[config.mk]
export PLATFORM = sky130hd
export DESIGN_NAME = isa_ram_decoder
export DESIGN_NICKNAME = d
export VERILOG_FILES = /design/src/rtl/isa_ram_decoder_pkg.sv /design/src/rtl/memdec_win_pick.sv /design/src/rtl/memdec_region.sv /design/src/rtl/memdec_strobes.sv /design/src/rtl/isa_ram_decoder.sv
export SDC_FILE = /design/constraint.sdc
export NUM_CORES = 1
export LEC_CHECK = 0
export BUFFER_PORTS_ARGS = -buffer_cell sky130_fd_sc_hd__buf_2
export CORE_AREA = 2 2 39 41
export DETAILED_ROUTE_END_ITERATION = 10
export DIE_AREA = 0 0 41 43
export PLACE_DENSITY = 0.67
export SKIP_LAST_GASP = 1
export SYNTH_ARGS = -nofsm -noshare
export SYNTH_HDL_FRONTEND = slang
export SYNTH_SLANG_ARGS = --single-unit
[constraint.sdc]
create_clock -name vclk -period 1.5
set_input_delay 0.075 -clock vclk [all_inputs]
set_output_delay 0.075 -clock vclk [all_outputs]
set_load 0.01 [all_outputs]
[src/rtl/isa_ram_decoder_pkg.sv]
package isa_ram_decoder_pkg;
   localparam int SEG_W = 4;
   localparam logic [SEG_W-1:0] SEG_A = 4'hA;
   localparam logic [SEG_W-1:0] SEG_B = 4'hB;
   localparam logic [SEG_W-1:0] SEG_D = 4'hD;
   localparam logic [SEG_W-1:0] SEG_E = 4'hE;
   localparam int N_PICK = 3;

   typedef enum logic [1:0] {
      RGN_NONE = 2'd0,
      RGN_CONV = 2'd1,
      RGN_EWIN = 2'd2,
      RGN_XWIN = 2'd3
   } region_t;

   function automatic logic [SEG_W-1:0] pick_seg(input int idx);
      case (idx)
         0: pick_seg = SEG_A;
         1: pick_seg = SEG_B;
         default: pick_seg = SEG_D;
      endcase
   endfunction
endpackage

[src/rtl/memdec_win_pick.sv]
module memdec_win_pick
   import isa_ram_decoder_pkg::*;
(
   input  logic [N_PICK-1:0] picks,
   output logic [SEG_W-1:0]  win_seg,
   output logic              win_valid
);
   // candidates scanned from highest letter down so the lowest letter wins
   always_comb begin
      win_seg   = '0;
      win_valid = 1'b0;
      for (int i = N_PICK - 1; i >= 0; i--) begin
         if (picks[i]) begin
            win_seg   = pick_seg(i);
            win_valid = 1'b1;
         end
      end
   end
endmodule

[src/rtl/memdec_region.sv]
module memdec_region
   import isa_ram_decoder_pkg::*;
#(
   parameter int ADDR_W  = 20,
   parameter int BLK_AW  = 16,
   parameter int SRAM_AW = 19,
   parameter int CONV_LO = 4,
   parameter int CONV_HI = 9
) (
   input  logic [ADDR_W-1:0]  bus_addr,
   input  logic               card_off,
   input  logic               dack0_n,
   input  logic               e_win_en,
   input  logic               x_win_en,
   input  logic [SEG_W-1:0]   win_seg,
   input  logic               win_valid,
   output logic               hit,
   output logic [SRAM_AW-1:0] sram_addr
);
   localparam int UW = SRAM_AW - BLK_AW;
   localparam logic [UW-1:0] E_BANK = UW'((1 << UW) - 2);
   localparam logic [UW-1:0] X_BANK = UW'((1 << UW) - 1);
   localparam logic [SEG_W-1:0] LO_SEG = SEG_W'(CONV_LO);
   localparam logic [SEG_W-1:0] HI_SEG = SEG_W'(CONV_HI);

   logic [SEG_W-1:0] seg;
   logic [BLK_AW-1:0] low;
   region_t rgn;
   logic [UW-1:0] bank;
   logic [SEG_W-1:0] conv_ofs;

   assign seg      = bus_addr[ADDR_W-1 -: SEG_W];
   assign low      = bus_addr[BLK_AW-1:0];
   assign conv_ofs = seg - LO_SEG;

   always_comb begin
      rgn = RGN_NONE;
      if (seg >= LO_SEG && seg <= HI_SEG)             rgn = RGN_CONV;
      else if (e_win_en && seg == SEG_E)              rgn = RGN_EWIN;
      else if (x_win_en && win_valid && seg == win_seg) rgn = RGN_XWIN;
   end

   always_comb begin
      case (rgn)
         RGN_CONV: bank = conv_ofs[UW-1:0];
         RGN_EWIN: bank = E_BANK;
         RGN_XWIN: bank = X_BANK;
         default:  bank = '0;
      endcase
   end

   assign hit       = (rgn != RGN_NONE) && !card_off && dack0_n;
   assign sram_addr = {bank, low};
endmodule

[src/rtl/memdec_strobes.sv]
module memdec_strobes #(
   parameter bit CE_ADDR_ONLY = 1'b0
) (
   input  logic hit,
   input  logic memr_n,
   input  logic memw_n,
   input  logic ior_n,
   input  logic dev_sel_n,
   output logic sram_ce_n,
   output logic sram_oe_n,
   output logic sram_we_n,
   output logic buf_to_bus,
   output logic buf_en_n
);
   logic rd, wr, mem_sel;

   assign rd      = !memr_n && memw_n;
   assign wr      = !memw_n && memr_n;
   assign mem_sel = hit && (!memr_n || !memw_n);

   generate
      if (CE_ADDR_ONLY) begin : g_ce_addr
         assign sram_ce_n = !hit;
      end else begin : g_ce_cmd
         assign sram_ce_n = !mem_sel;
      end
   endgenerate

   assign sram_oe_n  = !(mem_sel && rd);
   assign sram_we_n  = !(mem_sel && wr);
   assign buf_to_bus = !memr_n || !ior_n;
   assign buf_en_n   = !(mem_sel || !dev_sel_n);
endmodule

[src/rtl/isa_ram_decoder.sv]
module isa_ram_decoder
   import isa_ram_decoder_pkg::*;
#(
   parameter int ADDR_W       = 20,
   parameter int BLK_AW       = 16,
   parameter int SRAM_AW      = 19,
   parameter int CONV_LO      = 4,
   parameter int CONV_HI      = 9,
   parameter bit CE_ADDR_ONLY = 1'b0
) (
   input  logic               [ADDR_W-1:0] bus_addr,
   input  logic                            memr_n,
   input  logic                            memw_n,
   input  logic                            ior_n,
   input  logic                            dack0_n,
   input  logic                            dev_sel_n,
   input  logic                            card_off,
   input  logic                            e_win_en,
   input  logic                            x_win_en,
   input  logic                            pick_a,
   input  logic                            pick_b,
   input  logic                            pick_d,
   output logic                            sram_ce_n,
   output logic                            sram_oe_n,
   output logic                            sram_we_n,
   output logic              [SRAM_AW-1:0] sram_addr,
   output logic                            buf_to_bus,
   output logic                            buf_en_n
);
   localparam int UW = SRAM_AW - BLK_AW;

   generate
      if (ADDR_W - BLK_AW != SEG_W) begin : g_bad_seg
         $error("segment field must be %0d bits", SEG_W);
      end
      if (UW < 2) begin : g_bad_sram
         $error("SRAM must hold at least four banks");
      end
      if (CONV_HI < CONV_LO || CONV_HI - CONV_LO + 1 > (1 << UW) - 2) begin : g_bad_conv
         $error("conventional range does not fit below the two windows");
      end
   endgenerate

   logic [SEG_W-1:0] win_seg;
   logic win_valid, hit;

   memdec_win_pick u_pick (
      .picks     ({pick_d, pick_b, pick_a}),
      .win_seg   (win_seg),
      .win_valid (win_valid)
   );

   memdec_region #(
      .ADDR_W(ADDR_W), .BLK_AW(BLK_AW), .SRAM_AW(SRAM_AW),
      .CONV_LO(CONV_LO), .CONV_HI(CONV_HI)
   ) u_region (
      .bus_addr  (bus_addr),
      .card_off  (card_off),
      .dack0_n   (dack0_n),
      .e_win_en  (e_win_en),
      .x_win_en  (x_win_en),
      .win_seg   (win_seg),
      .win_valid (win_valid),
      .hit       (hit),
      .sram_addr (sram_addr)
   );

   memdec_strobes #(.CE_ADDR_ONLY(CE_ADDR_ONLY)) u_strobes (
      .hit        (hit),
      .memr_n     (memr_n),
      .memw_n     (memw_n),
      .ior_n      (ior_n),
      .dev_sel_n  (dev_sel_n),
      .sram_ce_n  (sram_ce_n),
      .sram_oe_n  (sram_oe_n),
      .sram_we_n  (sram_we_n),
      .buf_to_bus (buf_to_bus),
      .buf_en_n   (buf_en_n)
   );
endmodule

==> metrics.cfg <==
[sta]
rsz0062_at_grt = no
finalCritPeriodShare_pct = 79.2
hold_violations = 0
maxSlewHeadroom_pct = 71.0
tightest_slew_ps = 432
setup_tns_ps = 0
timing.fmax_mhz = 841
setup_viol_count_final = 0
period_minus_slack_ps = 1190
drv_slew = 0

[synthesis]
synth_area_um2 = 295
yosysSeqAreaShare_pct = 0
yosysTopAreaCell = buf_4
synth_warnings = 0
synth_commonest_cells = buf_4 (16), nand2_1 (4), nand2b_1 (3)
yosysTopAreaCellShare_pct = 40.7
synth_most_common_cell = buf_4
synth.distinct_cells = 20
synth_nets = 74
avgSynthCellArea_um2 = 6.87
synth_area_leaders = buf_4 (41%), nand2b_1 (6.4%), nand4b_1 (5.9%)
syn_inst = 43

[global_routing]
grt_max_degree = 7
grt_pass1_wl_um = 855
track_usage_pct = 6.19
gr-total-overflow = 0
grt_pass1_vias = 211
antenna_found_initial = 0

[pwr]
irDropWorstVdd_v = 0.0000714
leakage_nw = 0.158
powerDensity_mw_per_mm2 = 246

[finish]
n_antenna_cell = 0
multiInputGateArea_um2 = 168
regArea_um2 = 0
clock_buffers = 0
num-nets-final = 83
design.seq.count = 0
nFillCells = 164
area_delta_synth_final_pct = 5.08
drive_above_1_share_pct = 52.0
post-route-util_pct = 22.4

[worst_setup_path]
crit_path_start_kind = input port
critPathMaxFanout = 5
cp-endpoint = sram_oe_n
cp-end-kind = primary output
critPathRequiredTime_ps = 1420
crit_arrival_ps = 1110
crit_top_cell = buf_2
path_class = in -> out
worstPathCellList = buf_2 > nor4b_2 > a2bb2oi_1 > o211ai_2 > nand4b_1 > buf_2
crit_path_top_delay_cell = o211ai_2
critPathMaxStageDelay_ps = 260
startpoint = pick_a

[routing]
wl_per_cell_um = 9.21
ant_nets = 0
drt_iter0_drc = 4
via_per_inst = 4.24
drc_errors = 0
dr_total_vias = 280
finalWirelength_um = 608
drt_first_pass_iters = 4

[status]
run_status = finished clean

[clocking]
cts_hold_buf = 0
cts_setup_buffers = 0
postCtsResizedCells = 0

[die]
coreArea_mm2 = 0.00138
die_area_mm2 = 0.00176
die_x_um = 41
initial_utilization_pct = 21.3
pin_count = 55
rows = 14
die_height_um = 43

[place]
gp_congestion = 0.734
port_buffers = 23

[min_path]
min_path_type = in -> out

[run]
drv_cap = 0

## cells in the final DEF, fill, tap and decap left out
cell type / Yosys / layout
nor4b_2: 1 / 1
nand2_1: 4 / 4
buf_2: 0 / 23
and2_1: 1 / 1
and3b_1: 1 / 1
o211ai_2: 1 / 1
inv_1: 2 / 2
a21oi_1: 2 / 2
a2bb2oi_1: 1 / 1
or2_2: 1 / 1
nand2b_1: 3 / 3
nand3_1: 1 / 1
a21boi_0: 1 / 1
or2_1: 1 / 1
xor2_1: 1 / 1
o21ai_1: 1 / 1
a211oi_1: 1 / 1
nor2_1: 1 / 1
o21ai_0: 1 / 1
nand4b_1: 2 / 2
## layer usage
layer | share of wire (%) | GRT usage [%]
met5 | 0 | 0
met3 | 11 | 0.524
met2 | 49 | 10.6
met1 | 39 | 7.91
met4 | 0 | 1.33
## how the worst min path moves through the flow
stage                       startpoint             to  slack [ps]  cells after the start
after floorplan                 memr_n     buf_to_bus         220                      1
after global placement     bus_addr[1]   sram_addr[1]         150                      0
after detailed placement   bus_addr[1]   sram_addr[1]         150                      0
after CTS                  bus_addr[1]   sram_addr[1]         150                      0
after global routing      bus_addr[13]  sram_addr[13]         150                      0
final                      bus_addr[0]   sram_addr[0]         150                      0
## layout make-up
type	count	share of cell area, %
well taps	16	6.45
repair buffers	23	37.1
multi-input cells	25	54.0
inverters	2	2.42
## cells by family (layout without fill, tap and decap cells)
kind of cell              Yosys count  after routing  synth area share (%)
buffers and inverters              18             25                  43.2
and+or+nand+nor                    16             16                  34.7
AOI/OAI and AO/OA                   8              8                  19.1
xor gates and xnor gates            1              1                  2.97
## power by group
group          switching, W  internal (W)
registers                 0             0
logic             0.0000384     0.0000380
clock network             0             0
total             0.0000384     0.0000380
## worst max-delay path: cells and delay by family
family,cells,cell delay (ps)
AO/OA/AOI/OAI,2,380
buffers and inverters,2,280
AND/OR/NAND/NOR,2,380
## through the flow
step	power (W)	cells	setup slack, ps	hold slack [ps]	instance area (um^2)
floorplan	0.0000802	43	544	216	295
global placement	0.0000755	66	319	150	310
detailed placement	0.0000768	66	305	150	310
CTS	0.0000770	66	305	150	310
global route	0.0000852	66	199	150	310
finish	0.0000764	66	311	150	310
Power figures use the tool's default switching activity.
